$ cat src/rtl/dpot_i2c_slave.sv
module dpot_i2c_slave #(
  parameter logic [4:0] BASE_ADDR = 5'b01011,
  parameter logic [7:0] MID_CODE  = 8'h80
) (
  input  logic       clk,
  input  logic       rst_n,
  input  logic       scl_i,
  input  logic       sda_i,
  output logic       sda_pull,
  input  logic [1:0] addr_sel,
  input  logic       shdn_n,
  output logic [7:0] wiper_1,
  output logic [7:0] wiper_2,
  output logic       off_1,
  output logic       off_2,
  output logic       spare_1,
  output logic       spare_2
);
  typedef enum logic [2:0] {S_IDLE, S_ADDR, S_CMD, S_DATA, S_READ, S_SKIP} st_t;

  logic [2:0] scl_q, sda_q;
  st_t        st;
  logic [3:0] cnt;
  logic [7:0] sh;
  logic       ackph, sel;
  logic [1:0] pd;

  always_ff @(posedge clk or negedge rst_n)
    if (!rst_n) begin
      scl_q <= '1;
      sda_q <= '1;
    end else begin
      scl_q <= {scl_q[1:0], scl_i};
      sda_q <= {sda_q[1:0], sda_i};
    end

  wire scl_v = scl_q[1], sda_v = sda_q[1];
  wire scl_p = scl_q[2], sda_p = sda_q[2];
  wire start_c = scl_v & scl_p & sda_p & ~sda_v;
  wire stop_c  = scl_v & scl_p & ~sda_p & sda_v;
  wire rise    = scl_v & ~scl_p;
  wire fall    = ~scl_v & scl_p;
  wire [7:0] rd_code = sel ? wiper_2 : wiper_1;
  wire receiving = (st == S_ADDR) || (st == S_CMD) || (st == S_DATA);

  always_ff @(posedge clk or negedge rst_n)
    if (!rst_n) begin
      st <= S_IDLE; cnt <= '0; sh <= '0; ackph <= 1'b0; sda_pull <= 1'b0;
      sel <= 1'b0; pd <= '0; spare_1 <= 1'b0; spare_2 <= 1'b0;
      wiper_1 <= MID_CODE; wiper_2 <= MID_CODE;
    end else if (start_c) begin
      st <= S_ADDR; cnt <= '0; ackph <= 1'b0; sda_pull <= 1'b0;
    end else if (stop_c) begin
      st <= S_IDLE; ackph <= 1'b0; sda_pull <= 1'b0;
    end else if (rise && !ackph && cnt < 4'd8 && (receiving || st == S_READ)) begin
      cnt <= cnt + 4'd1;
      if (receiving) sh <= {sh[6:0], sda_v};
    end else if (fall) begin
      if (ackph) begin
        ackph <= 1'b0; cnt <= '0; sda_pull <= 1'b0;
        case (st)
          S_ADDR:
            if (sh[0]) begin
              st <= S_READ; sh <= rd_code; sda_pull <= ~rd_code[7];
            end else st <= S_CMD;
          S_CMD:   st <= S_DATA;
          default: st <= S_SKIP;
        endcase
      end else if (st == S_READ) begin
        if (cnt == 4'd8) begin
          sda_pull <= 1'b0; st <= S_SKIP;
        end else if (cnt != 4'd0) begin
          sh <= {sh[6:0], 1'b0}; sda_pull <= ~sh[6];
        end
      end else if (cnt == 4'd8) begin
        case (st)
          S_ADDR:
            if (sh[7:1] == {BASE_ADDR, addr_sel}) begin
              ackph <= 1'b1; sda_pull <= 1'b1;
            end else st <= S_SKIP;
          S_CMD: begin
            ackph <= 1'b1; sda_pull <= 1'b1;
            sel <= sh[7]; spare_2 <= sh[4]; spare_1 <= sh[3];
            pd[sh[7]] <= sh[5];
            if (sh[6]) begin
              if (sh[7]) wiper_2 <= MID_CODE;
              else       wiper_1 <= MID_CODE;
            end
          end
          S_DATA: begin
            ackph <= 1'b1; sda_pull <= 1'b1;
            if (sel) wiper_2 <= sh;
            else     wiper_1 <= sh;
          end
          default: ;
        endcase
      end
    end

  assign off_1 = pd[0] | ~shdn_n;
  assign off_2 = pd[1] | ~shdn_n;

  p_pull_scl_low_r10: assert property (@(posedge clk) disable iff (!rst_n)
    $changed(sda_pull) |-> !scl_v);
  p_quiet_idle_r2: assert property (@(posedge clk) disable iff (!rst_n)
    (st == S_IDLE || st == S_SKIP) |-> !sda_pull);
  p_wiper_on_fall_r3: assert property (@(posedge clk) disable iff (!rst_n)
    $changed({wiper_1, wiper_2}) |-> $past(fall));
  p_flag_on_fall_r5: assert property (@(posedge clk) disable iff (!rst_n)
    $changed(pd) |-> $past(fall));
  p_spare_on_fall_r6: assert property (@(posedge clk) disable iff (!rst_n)
    $changed({spare_1, spare_2}) |-> $past(fall));
endmodule

$ cat config.mk
export PLATFORM = sky130hd
export DESIGN_NAME = dpot_i2c_slave
export DESIGN_NICKNAME = d
export VERILOG_FILES = /design/src/rtl/dpot_i2c_slave.sv
export SDC_FILE = /design/constraint.sdc
export NUM_CORES = 1
export LEC_CHECK = 0
export BUFFER_PORTS_ARGS = -buffer_cell sky130_fd_sc_hd__buf_2
export CORE_ASPECT_RATIO = 1.4
export CORE_MARGIN = 2
export CORE_UTILIZATION = 55
export CTS_CLUSTER_DIAMETER = 30
export DETAILED_ROUTE_END_ITERATION = 16
export HOLD_SLACK_MARGIN = 0.03
export MAX_ROUTING_LAYER = met4
export PLACE_DENSITY = 0.84
export SKIP_LAST_GASP = 1
export SLEW_MARGIN = 20
export SYNTH_ARGS = -nofsm -noshare
export SYNTH_HDL_FRONTEND = slang
export SYNTH_SLANG_ARGS = --single-unit
$ cat constraint.sdc
create_clock -name clk -period 2.55 [get_ports clk]
set_input_delay 0.51 -clock clk [delete_from_list [all_inputs] [get_ports clk]]
set_output_delay 0.51 -clock clk [all_outputs]
set_load 0.02 [all_outputs]
; Word-level counts from Yosys, hierarchy flattened
; Index checks and enable logic that the tools add are counted.
[word_totals]
register_bits = 44
inputBits = 7
out_inout_bits = 21
wordCells = 149
[classes]
n_addsub = 1
n_lt_le_gt_ge = 3
n_eq_ne = 19
muxes = 60
n_bitwise = 21
reduce_logical = 31
[op_table]
columns = operator, n
row1 = 8-bit 2-to-1 mux, 16
row2 = 3-bit 2-to-1 mux, 11
row3 = 8-bit case mux with 2 select lines, 2
row4 = 11-bit AND reduction, 2
row5 = 1-bit 2-to-1 mux, 21
row6 = 4-bit 2-to-1 mux, 5
row7 = 8-bit AND reduction, 2
row8 = 3-bit nonzero test, 5
row9 = 5-bit nonzero test, 3
row10 = "2-bit != test, second input constant", 7
row11 = 1-bit NOT, 12
row12 = 9-bit AND reduction, 1
row13 = 4-bit nonzero test, 2
row14 = 1-bit AND, 7
row15 = 7-bit by 6-bit == test with 1-bit output, 1
row16 = "3-bit by 2-bit == test with 1-bit output, second input constant", 2
row17 = "3-bit != test, second input constant", 2
row18 = "6-bit by 4-bit != test with 1-bit output, second input constant", 1
row19 = 3-bit case mux with 2 select lines, 1
row20 = 6-bit AND reduction, 1
row21 = 6-bit nonzero test, 1
row22 = "5-bit != test, second input constant", 1
row23 = 5-bit AND reduction, 1
row24 = "4-bit by 1-bit adder with 4-bit output, second input constant", 1
row25 = other kinds (19), 27

; Logic depth before layout (Yosys ltp)
; Gate-level depths: netlist (run 1).
[depth]
word_depth = 10
depth_mapped = 7
ltp_nobuf = 7

; Least setup slack after synthesis (run 1)
; No wires, ideal clock.
[synth_path]
kind = reg2reg
start = register cnt[0]
end = register wiper_1[0]
setup_ns = 0.125
t_arrival_ns = 1.935
t_required_ns = 2.425
path_slack_ns = 0.489
stages_incl_launch_ff = 8
path_buffers = 1
period_less_slack_ns = 2.061
path_cell_list = dfrtp_1 > inv_1 > ha_1 > nand3b_4 > or3b_4 > or3_1 > buf_6 > mux2_4
[synth_via]
elab_chain_cells = 5
elab_cells_between_ends = 6
classes_between = 1 x order compare / 1 x eq/ne / 1 x bitwise / 3 x reduce/logical
[synth_lines]
columns = element, line_no
row1 = from (decl), 23  ; logic [3:0] cnt;
row2 = from (signal assigned), 56  ; cnt <= cnt + 4'd1;
row3 = 4-bit less-than comparator, 55  ; end else if (rise && !ackph && cnt < 4'd8 && (receiving || st == S_READ)) begin
row4 = 1-bit logical AND (2 in a row), 55
row5 = 1-bit NOT (no line), --
row6 = 11-bit AND reduction (no line) (*), --
row7 = to (signal assigned), 93  ; else wiper_1 <= sh;
row8 = to (decl), 12  ; output logic [7:0] wiper_1,
; Mark *: on every way between the ends. The rest lies on a longest branch, timed or not.
; A chain may end at the register's enable or synchronous reset.

; Final worst setup path (run 1)
[layout_path]
start = register cnt[0]
end = register wiper_1[3]
; Same word-level chain as after synthesis.

==> results by group, run 1 <==
Logic synthesis
  – Synth unique cells: 51
  – Ys flop type: dfrtp_1
  – Top cells by area, synth: dfrtp_1, dfstp_2, mux2_2, mux2_4, nand2_1
  – Synth area leader: dfrtp_1
  – Cell count after synthesis: 197
  – Syn Area/Cell: 11.49 µm²
  – Count leader, synth: dfrtp_1
  – Mapped Area: 2263 µm²
  – Top-area cell type share of the netlist area: 39.80%
  – Post-synth EDFFs: 0
  – Post-synth net total: 206
  – Synth warn: 0
  – Register area share after synthesis: 49.09%
  – Yosys reg bits: 44
  – Synth top cells by count: dfrtp_1, nand2_1, mux2_2
  – Post-synth ARST share: 100.0%

Critical path
  – Max FO, Critical Path: 8
  – Worst setup path class: register to register
  – Flop2flop setup slack: 230 ps
  – Worst EP arrival: 2510 ps
  – Critical Path RT: 2740 ps
  – R2r endpoint: wiper_1[3]
  – Reg2reg start: cnt[0]
  – Startpoint Class: register
  – R2R depth: 6
  – CP Capture Type: register

Timing
  – Final TNS setup: 0 ps
  – Tightest Pin Transition: 747.6 ps
  – RSZ-0062 raised after global routing: false
  – Crit path time final: 2321 ps
  – Final Worst Setup Slack: 228.5 ps
  – Final Hold Viols: 0
  – Worst Skew: 7.926 ps
  – Slew margin rel.: 50.16%
  – WHS: 52.49 ps
  – Final setup vio count: 0
  – Period utilization: 91.04%
  – Pins Over Slew Limit: 0
  – Fmax: 430.8 MHz

Cells and area
  – Design Area, Final: 2549 µm²
  – Ant diodes: 0
  – Final Non-Filler Cells: 274
  – Layout cell share with drive strength beyond 1: 36.80%
  – # nets final: 239
  – Area added between synthesis and finish: 12.60%

Floorplanning
  – Die X: 58.22 µm
  – Starting Density: 57.26%
  – Row cnt: 27
  – Core Area: 3953 µm²
  – Die area: 4652 µm²
  – Die height: 79.91 µm
  – Io pins: 28

Detailed routing
  – DR vias/cell: 6.077
  – Routed len/inst: 16.49 µm
  – Drt first-iter violations: 35
  – Residual DRC: 0
  – Remaining antenna violation count: 0
  – Drt pass-1 iters: 4
  – Final WL: 4.517 mm
  – Via count: 1665

Power and ir drop
  – Power Density: 695.1 nW/µm²
  – IR drop worst, VDD: 514.6 µV
  – Pleak: 0.001195 µW

Place
  – Dpl cells: 266
  – Post-DP HPWL: 3.394 mm
  – Placed inst area: 2455 µm²
  – Input/output buffers: 27
  – GP Congestion: 0.8083
  – Post-place setup slack: 235.4 ps

Run
  – Max cap viols: 0

Clocking
  – Clk buf depth: 2
  – H-tree depth: 2
  – Hold-fix buffers at CTS: 0
  – CTS Sinks: 44
  – Clock transition at path regs: 80 ps
  – TritonCTS clock tree: yes
  – Total CTS buffers: 5
  – Post-CTS setup buffer count: 0
  – PostCTS Resize Cnt: 0
  – CTS root buf: clkbuf_8
  – Skew-Pair Late Insertion Delay: 300 ps

GRT
  – Largest net degree at the start of global routing: 19
  – Vias in the first global route: 1558
  – Initial antenna violation count: 0
  – First-pass GRT wire length: 7.231 mm
  – GRT Util Overall: 21.47%
  – Grt total ovfl: 0

Run status
  – Outcome: completed

Worst hold path
  – Worst hold path type: input port to async pin
-- critical path, stage by stage (launching register included) --
cell and delay [ps]:
dfrtp_1 420, inv_1 70, ha_1 220, nand3b_4 120
or3b_4 400, or3_1 600, mux2_4 390
-- stage by stage --
step | total power [µW] | utilization (%)
final | 1772 | 64.48
after global routing | 1860 | 64.48
after CTS | 1779 | 64.48
after detailed placement | 1331 | 62.11
after global placement | 1314 | 62.11
after floorplan | 1208 | -
-- layer usage --
metal	GRT usage [%]	vias up	wire length, µm
met5	-	-	0
met4	8.372	0	123
met1	23.65	828	1844
met3	4.376	16	175
met2	37.50	44	2374
li1	-	777	-
-- layout by cell type (no fill, tap or decap), types with 2 or more instances in the layout --
cell type	n
clkbuf_8	6
mux2_2	15
inv_1	5
buf_2	27
xor2_1	2
nor2_1	9
nand3_1	9
and2_1	9
mux2i_1	7
a41oi_1	2
ha_1	2
dfstp_2	8
nor3_2	2
a21oi_1	5
and3b_1	2
nand2_1	19
dfrtp_1	36
xnor2_1	2
o21ai_0	8
buf_4	5
nand4_1	2
nor3b_1	4
nand2b_1	5
mux2_4	8
o221a_2	5
-- power by group --
group          internal (µW)  switching, µW  leakage [µW]  total, µW
clock network            220            228     0.0000445        448
logic                    207            179      0.000595        385
registers                793            146      0.000555        939
total                   1220            552       0.00119       1770
-- sequential cells by signal (all words and copies together), names as in the netlist --
| name | count |
|---|---|
| sh | 8 |
| wiper_1 | 8 |
| wiper_2 | 8 |
| cnt | 4 |
| scl_q | 3 |
| sda_q | 3 |
| st | 3 |
| pd | 2 |
| ackph | 1 |
| sda_pull | 1 |
| sel | 1 |
| spare_1 | 1 |
| spare_2 | 1 |
-- worst max path at each step --
stage,from,end,slack (ps),cells past startpoint
2_1_floorplan,cnt[0],wiper_1[0],490,7
3_3_place_gp,cnt[0],wiper_1[1],300,6
3_5_place_dp,cnt[0],wiper_1[3],240,6
4_1_cts,cnt[0],wiper_1[3],230,6
5_1_grt,cnt[0],wiper_1[3],150,6
6_report,cnt[0],wiper_1[3],230,6
-- final cells by class --
| class | count | area (µm²) |
|---|---|---|
| timing repair buffer | 32 | 172.7 |
| inverter | 5 | 18.77 |
| tap | 43 | 53.80 |
| clock inverter | 1 | 7.507 |
| fill | 322 | 1404 |
| sequential | 44 | 1111 |
| multi-input combinational | 142 | 1099 |
| clock buffer | 7 | 86.33 |
-- kinds of logic (layout without fill, tap and decap cells) --
kind of cell             after synthesis  after routing  share of synthesized area [%]
multiplexers                          30             30                          15.87
flip-flops                            44             44                          49.09
XOR/XNOR                               4              4                          1.548
adder cells (fa/ha/maj)                2              2                          1.105
AND/OR/NAND/NOR                       72             72                          18.57
buffers and inverters                 11             45                          2.377
AO/OA/AOI/OAI                         34             34                          11.44
Power figures use the tool's default switching activity.
==> inputs of run 2 (changes only) <==
--- a/config.mk
+++ b/config.mk
@@ -8,12 +8,13 @@
 export BUFFER_PORTS_ARGS = -buffer_cell sky130_fd_sc_hd__buf_2
 export CORE_ASPECT_RATIO = 1.4
 export CORE_MARGIN = 2
-export CORE_UTILIZATION = 55
+export CORE_UTILIZATION = 45
 export CTS_CLUSTER_DIAMETER = 30
 export DETAILED_ROUTE_END_ITERATION = 16
 export HOLD_SLACK_MARGIN = 0.03
 export MAX_ROUTING_LAYER = met4
-export PLACE_DENSITY = 0.84
+export PLACE_DENSITY = 0.72
+export SETUP_SLACK_MARGIN = 0.15
 export SKIP_LAST_GASP = 1
 export SLEW_MARGIN = 20
 export SYNTH_ARGS = -nofsm -noshare
==> results by group, run 2 (same netlist as run 1, synthesis figures left out) <==
Place
  – Placed inst area: 2489 µm² (was 2455 µm²)
  – Dpl cells: 288 (was 266)
  – Post-DP HPWL: 3.339 mm (was 3.394 mm)
  – GP Congestion: 0.8114 (was 0.8083)
  – Post-place setup slack: 226.3 ps (was 235.4 ps)
  – Input/output buffers: 27 (unchanged)

Timing
  – RSZ-0062 raised after global routing: false (unchanged)
  – Final setup vio count: 0 (unchanged)
  – Final TNS setup: 0 ps (unchanged)
  – Fmax: 467.5 MHz (was 430.8 MHz)
  – WHS: 297.1 ps (was 52.49 ps)
  – Final Worst Setup Slack: 411.1 ps (was 228.5 ps)
  – Final Hold Viols: 0 (unchanged)
  – Crit path time final: 2139 ps (was 2321 ps)
  – Pins Over Slew Limit: 0 (unchanged)
  – Slew margin rel.: 38.84% (was 50.16%)
  – Period utilization: 83.88% (was 91.04%)
  – Tightest Pin Transition: 917.3 ps (was 747.6 ps)
  – Worst Skew: 8.811 ps (was 7.926 ps)

Critical path
  – Worst path max stage delay: 480 ps (was 600 ps)
  – Max FO, Critical Path: 8 (unchanged)
  – Startpoint Class: register (unchanged)
  – Top cell family by delay on the critical path: simple AND/OR/NAND/NOR gates (unchanged)
  – Critical Path RT: 2750 ps (was 2740 ps)
  – Worst EP arrival: 2330 ps (was 2510 ps)
  – CP bufs+invs: 1 (unchanged)
  – Crit-path cells: inv_1, ha_1, nand3b_4, or3b_4, or3_4, mux2_4 (was inv_1, ha_1, nand3b_4, or3b_4, or3_1, mux2_4)
  – CP Capture Type: register (unchanged)
  – Crit-path slowest cell: or3_4 (was or3_1)
  – Worst setup path class: register to register (unchanged)

Worst hold path
  – Worst hold path type: input port to register (was input port to async pin)

Floorplanning
  – Io pins: 28 (unchanged)
  – Die X: 63.94 µm (was 58.22 µm)
  – Starting Density: 46.74% (was 57.26%)
  – Die area: 5621 µm² (was 4652 µm²)
  – Row cnt: 30 (was 27)
  – Die height: 87.92 µm (was 79.91 µm)
  – Core Area: 4842 µm² (was 3953 µm²)

Detailed routing
  – Via count: 1608 (was 1665)
  – Drt pass-1 iters: 4 (unchanged)
  – Remaining antenna violation count: 0 (unchanged)
  – DR vias/cell: 5.432 (was 6.077)
  – Residual DRC: 0 (unchanged)
  – Routed len/inst: 15.51 µm (was 16.49 µm)
  – Final WL: 4.590 mm (was 4.517 mm)
  – Drt first-iter violations: 52 (was 35)

Cells and area
  – Design Area, Final: 2610 µm² (was 2549 µm²)
  – Commonest non-fill, non-tap cell in the layout: dfrtp_1 (unchanged)
  – Biggest regs: sh x8, wiper_1 x8, wiper_2 x8 (unchanged)
  – Final Non-Filler Cells: 296 (was 274)
  – Layout cell share with drive strength beyond 1: 37.93% (was 36.80%)
  – # nets final: 240 (was 239)
  – Most frequent cells in the layout: dfrtp_1, buf_2, nand2_1 (unchanged)
  – Area added between synthesis and finish: 15.31% (was 12.60%)
  – Ant diodes: 0 (unchanged)

GRT
  – Initial antenna violation count: 0 (unchanged)
  – GRT Util Overall: 18.66% (was 21.47%)
  – First-pass GRT wire length: 7.741 mm (was 7.231 mm)
  – Vias in the first global route: 1599 (was 1558)
  – Grt total ovfl: 0 (unchanged)
  – Largest net degree at the start of global routing: 44 (was 19)

Clocking
  – CTS root buf: clkbuf_8 (unchanged)
  – Clock transition at path regs: 80 ps (about the same)
  – Total CTS buffers: 5 (unchanged)
  – Hold-fix buffers at CTS: 0 (unchanged)
  – H-tree depth: 2 (unchanged)
  – Clk buf depth: 2 (unchanged)
  – CTS Sinks: 44 (unchanged)
  – PostCTS Resize Cnt: 0 (unchanged)
  – TritonCTS clock tree: yes (unchanged)
  – Post-CTS setup buffer count: 0 (unchanged)
  – Skew-Pair Late Insertion Delay: 310 ps (was 300 ps)

Run status
  – Outcome: completed (unchanged)

Power and ir drop
  – Power Density: 716.2 nW/µm² (was 695.1 nW/µm²)
  – Pleak: 0.001215 µW (was 0.001195 µW)
  – IR drop worst, VDD: 393.9 µV (was 514.6 µV)

Run
  – Max cap viols: 0 (unchanged)
## run 2: changes by cell type in the layout (fill, tap and decap cells not counted)
cell        change
clkinv_4        +2
buf_4           +1
bufinv_16       +1
clkbuf_1        -1
clkbuf_8        -1
clkinvlp_4      -1
or3_1           -1
or3_4           +1
## run 2: path summary, 6_finish.rpt
path / startpoint / endpoint / slack, ps / depth (start not counted)
setup / recovery: cnt[1] / wiper_1[5] / 410 / 6
hold / removal: scl_i / scl_q[0] / 300 / 1
setup reg to reg: cnt[1] / wiper_1[5] / 410 / 6
hold reg to reg: scl_q[0] / scl_q[1] / 360 / 0
max in group asynchronous: rst_n / sda_q[0] / 1540 / 2
min in group asynchronous: rst_n / wiper_1[4] / 330 / 1
## run 2: report_power, final
part           switching, µW  internal (µW)  leakage [µW]  total, µW
clock network            250            295     0.0000583        545
registers                149            793      0.000555        941
logic                    176            208      0.000602        383
## run 2: through the flow
| step | utilization, % | total power (µW) |
|---|---|---|
| after floorplan | - | 1208 |
| after global placement | 51.40 | 1325 |
| after detailed placement | 51.40 | 1338 |
| after CTS | 53.80 | 1884 |
| after global routing | 53.90 | 1979 |
| final | 53.90 | 1869 |
## run 2: worst reg2reg max path, stage by stage, from the launching register on
cell      delay (ps)
dfrtp_1          420
inv_1             70
ha_1             220
nand3b_4         110
or3b_4           400
or3_4            480
mux2_4           320
## run 2: layout make-up
type | count | area, µm²
fill | 434 | 2232
sequential | 44 | 1111
multi-input combinational | 142 | 1104
timing repair buffer | 33 | 180.2
tap | 64 | 80.08
clock buffer | 5 | 68.82
clock inverter | 3 | 47.55
inverter | 5 | 18.77
## run 2: metal layers
metal	share of wire (%)	wire, µm	vias to the layer above	GRT usage [%]
met5	0	0	-	-
met4	1.3	58	0	6.917
met3	2.8	130	7	3.470
met2	52	2397	26	32.95
met1	44	2003	795	20.88
li1	-	-	780	-
==> inputs of run 3 (changes only) <==
--- a/config.mk
+++ b/config.mk
@@ -5,6 +5,7 @@
 export SDC_FILE = /design/constraint.sdc
 export NUM_CORES = 1
 export LEC_CHECK = 0
+export ABC_AREA = 1
 export BUFFER_PORTS_ARGS = -buffer_cell sky130_fd_sc_hd__buf_2
 export CORE_ASPECT_RATIO = 1.4
 export CORE_MARGIN = 2
@@ -13,7 +14,7 @@
 export DETAILED_ROUTE_END_ITERATION = 16
 export HOLD_SLACK_MARGIN = 0.03
 export MAX_ROUTING_LAYER = met4
-export PLACE_DENSITY = 0.72
+export PLACE_DENSITY = 0.75
 export SETUP_SLACK_MARGIN = 0.15
 export SKIP_LAST_GASP = 1
 export SLEW_MARGIN = 20
==> constraint.sdc (replaced) <==
create_clock -name clk -period 1.95 [get_ports clk]
set_input_delay 0.39 -clock clk [delete_from_list [all_inputs] [get_ports clk]]
set_output_delay 0.39 -clock clk [all_outputs]
set_load 0.02 [all_outputs]
==> results by group, run 3 <==
Run status
  – Outcome: completed (unchanged)

Cells and area
  – Area added between synthesis and finish: 18.44% (was 15.31%)
  – Design Area, Final: 2780 µm² (was 2610 µm²)
  – Final Non-Filler Cells: 417 (was 296)
  – Commonest non-fill, non-tap cell in the layout: nand2_1 (was dfrtp_1)
  – Layout cell share with drive strength beyond 1: 23.08% (was 37.93%)
  – Biggest regs: sh x8, wiper_1 x8, wiper_2 x8 (unchanged)
  – # nets final: 359 (was 240)
  – Ant diodes: 0 (unchanged)
  – Most frequent cells in the layout: nand2_1, nor2_1, dfrtp_1 (was dfrtp_1, buf_2, nand2_1)
  – Fin util: 54.30% (was 53.90%)

Timing
  – Pins Over Slew Limit: 0 (unchanged)
  – Slew margin rel.: 73.98% (was 38.84%)
  – Final Hold Viols: 0 (unchanged)
  – Final setup vio count: 0 (unchanged)
  – Period utilization: 88.69% (was 83.88%)
  – Crit path time final: 1729 ps (was 2139 ps)
  – Worst Skew: 4.781 ps (was 8.811 ps)
  – Tightest Pin Transition: 386.3 ps (was 917.3 ps)
  – Final Worst Setup Slack: 220.5 ps (was 411.1 ps)
  – Final TNS setup: 0 ps (unchanged)
  – RSZ-0062 raised after global routing: false (unchanged)
  – Fmax: 578.2 MHz (was 467.5 MHz)

GRT
  – Largest net degree at the start of global routing: 45 (was 44)
  – GR Layer Usage met2: 38.52% (was 32.95%)
  – Met1 Usage GRT: 23.65% (was 20.88%)
  – GRT busiest layer: met2 (unchanged)
  – GRT Util Overall: 21.42% (was 18.66%)
  – Initial antenna violation count: 0 (unchanged)
  – First-pass GRT wire length: 9.404 mm (was 7.741 mm)
  – Grt total ovfl: 0 (unchanged)
  – Vias in the first global route: 2079 (was 1599)
  – M3 GR Usage: 3.652% (was 3.470%)

Logic synthesis
  – Syn Area/Cell: 7.547 µm² (was 11.49 µm²)
  – Synth area leader: dfrtp_1 (unchanged)
  – Top cells by area, synth: dfrtp_1, nand2_1, dfstp_2, nor2_1, o21ai_0 (was dfrtp_1, dfstp_2, mux2_2, mux2_4, nand2_1)
  – Yosys reg bits: 44 (unchanged)
  – Synth Area in Simple Gates: 32.09% (was 18.57%)
  – Register area share after synthesis: 47.33% (was 49.09%)
  – Ys flop type: dfrtp_1 (unchanged)
  – Post-Synth Adder-Cell Area: 1.066% (was 1.106%)
  – Mapped Area: 2347 µm² (was 2263 µm²)
  – Top-area cell type share of the netlist area: 38.38% (was 39.80%)
  – Synth warn: 0 (unchanged)
  – Post-synth ARST share: 100.0% (unchanged)
  – Post-synth net total: 320 (was 206)
  – Main combinational cell family by area after synthesis: simple AND/OR/NAND/NOR gates (unchanged)
  – Count leader, synth: nand2_1 (was dfrtp_1)
  – Compound-cell area share of the yosys netlist: 12.53% (was 11.44%)
  – Portion of netlist area occupied by mux cells: 0% (was 15.87%)
  – Synth unique cells: 26 (was 51)
  – Post-synth EDFFs: 0 (unchanged)
  – Cell count after synthesis: 311 (was 197)
  – XOR/XNOR Fraction of Synth Area: 0.3731% (was 1.548%)
  – Synth top cells by count: nand2_1, nor2_1, dfrtp_1 (was dfrtp_1, nand2_1, mux2_2)

Clocking
  – Clk buf depth: 2 (unchanged)
  – Clock transition at path regs: 80 ps (about the same)
  – CTS Sinks: 44 (unchanged)
  – H-tree depth: 2 (unchanged)
  – Skew-Pair Late Insertion Delay: 290 ps (was 310 ps)
  – CTS root buf: clkbuf_8 (unchanged)
  – TritonCTS clock tree: yes (unchanged)
  – Hold-fix buffers at CTS: 0 (unchanged)
  – Total CTS buffers: 5 (unchanged)

Place
  – Input/output buffers: 27 (unchanged)
  – GP Congestion: 0.9115 (was 0.8114)
  – Placed inst area: 2580 µm² (was 2489 µm²)
  – Dpl cells: 404 (was 288)
  – Post-DP HPWL: 3.980 mm (was 3.339 mm)
  – Post-place setup slack: 66.65 ps (was 226.3 ps)

Detailed routing
  – Residual DRC: 0 (unchanged)
  – Remaining antenna violation count: 0 (unchanged)
  – Final WL: 5.729 mm (was 4.590 mm)
  – Via count: 2202 (was 1608)
  – Drt pass-1 iters: 4 (unchanged)
  – DR vias/cell: 5.281 (was 5.432)
  – Drt first-iter violations: 81 (was 52)
  – Routed len/inst: 13.74 µm (was 15.51 µm)

Critical path
  – Top cell family by delay on the critical path: simple AND/OR/NAND/NOR gates (unchanged)
  – CP Capture Type: register (unchanged)
  – Worst EP arrival: 1920 ps (was 2330 ps)
  – Worst path max stage delay: 420 ps (was 480 ps)
  – Flop2flop setup slack: 220 ps (was 410 ps)
  – Reg2reg start: cnt[0] (was cnt[1])
  – Worst setup path class: register to register (unchanged)
  – Startpoint Class: register (unchanged)
  – Max FO, Critical Path: 8 (unchanged)
  – Critical Path RT: 2140 ps (was 2750 ps)
  – Crit-path slowest cell: dfrtp_1 (was or3_4)
  – R2r endpoint: wiper_1[3] (was wiper_1[5])
  – Crit-path cells: inv_1, ha_2, nand3_2, nor3_4, buf_4, nand3_4, nand2_1, o21ai_2 (was inv_1, ha_1, nand3b_4, or3b_4, or3_4, mux2_4)
  – CP bufs+invs: 2 (was 1)
  – R2R depth: 8 (was 6)

Floorplanning
  – Die X: 65.04 µm (was 63.94 µm)
  – Row cnt: 31 (was 30)
  – Die height: 89.46 µm (was 87.92 µm)
  – Die area: 5818 µm² (was 5621 µm²)
  – Core Area: 5120 µm² (was 4842 µm²)
  – Io pins: 28 (unchanged)
  – Starting Density: 45.85% (was 46.74%)

Power and ir drop
  – IR drop worst, VDD: 524.4 µV (was 393.9 µV)
  – Pleak: 0.001356 µW (was 0.001215 µW)
  – Power Density: 950.6 nW/µm² (was 716.2 nW/µm²)

Run
  – Max cap viols: 0 (unchanged)

Worst hold path
  – Worst hold path type: input port to async pin (was input port to register)
## run 3: changes by cell type after synthesis, sizes merged, moves of 10 or more
cell / delta
nand2: +84
nor2: +34
o21ai: +34
inv: +27
mux2: -23
nand3: +10
## run 3: cell type report
cell class                 instances  area (µm²)
inverter                          32       120.1
clock buffer                       6       72.57
timing repair buffer              35       207.7
multi-input combinational        232        1151
clock inverter                     2       35.03
sequential                        44        1111
fill                             504        2340
tap                               66       82.58
## run 3: worst max-delay path by stage
stage	start	endpoint	slack, ps	depth (start not counted)
global route	cnt[1]	wiper_1[3]	140	8
finish	cnt[0]	wiper_1[3]	220	8
global placement	cnt[0]	wiper_1[0]	140	7
floorplan	cnt[0]	wiper_1[4]	300	8
detailed placement	cnt[0]	wiper_1[3]	70	7
CTS	scl_q[2]	wiper_1[3]	170	9
## run 3: what timing repair did
item / in CTS / in global routing
gates cloned: 1 / 1
buffers inserted: 2 / 1
gates resized for setup: 4 / 13
pin swaps: 3 / 7
hold endpoints to repair: 0 / 0
setup endpoints to repair: 16 / 32
## run 3: logic make-up (layout without fill, tap and decap cells)
group | Yosys count | count (layout)
AND/OR/NAND/NOR | 176 | 178
XOR/XNOR | 1 | 1
buffers and inverters | 37 | 75
flip-flops | 44 | 44
adder cells (fa/ha/maj) | 2 | 2
AO/OA/AOI/OAI | 51 | 51
## run 3: where the power goes
group | internal, µW | switching (µW) | total (µW)
registers | 1050 | 153 | 1200
logic | 260 | 500 | 760
clock network | 380 | 301 | 681
total | 1690 | 953 | 2640
## run 3: layer usage
metal  up-vias  wire length [µm]
met1      1050              2311
met5         -                 0
met3         9               208
li1       1082                 -
met2        61              3125
met4         0                85
## run 3: through the flow
stage / total power (µW) / hold WS (ps)
2_1_floorplan: 1714 / 94.41
3_3_place_gp: 1893 / 345.6
3_5_place_dp: 1920 / 347.8
4_1_cts: 2614 / 68.66
5_1_grt: 2828 / 66.80
6_report: 2643 / 65.84
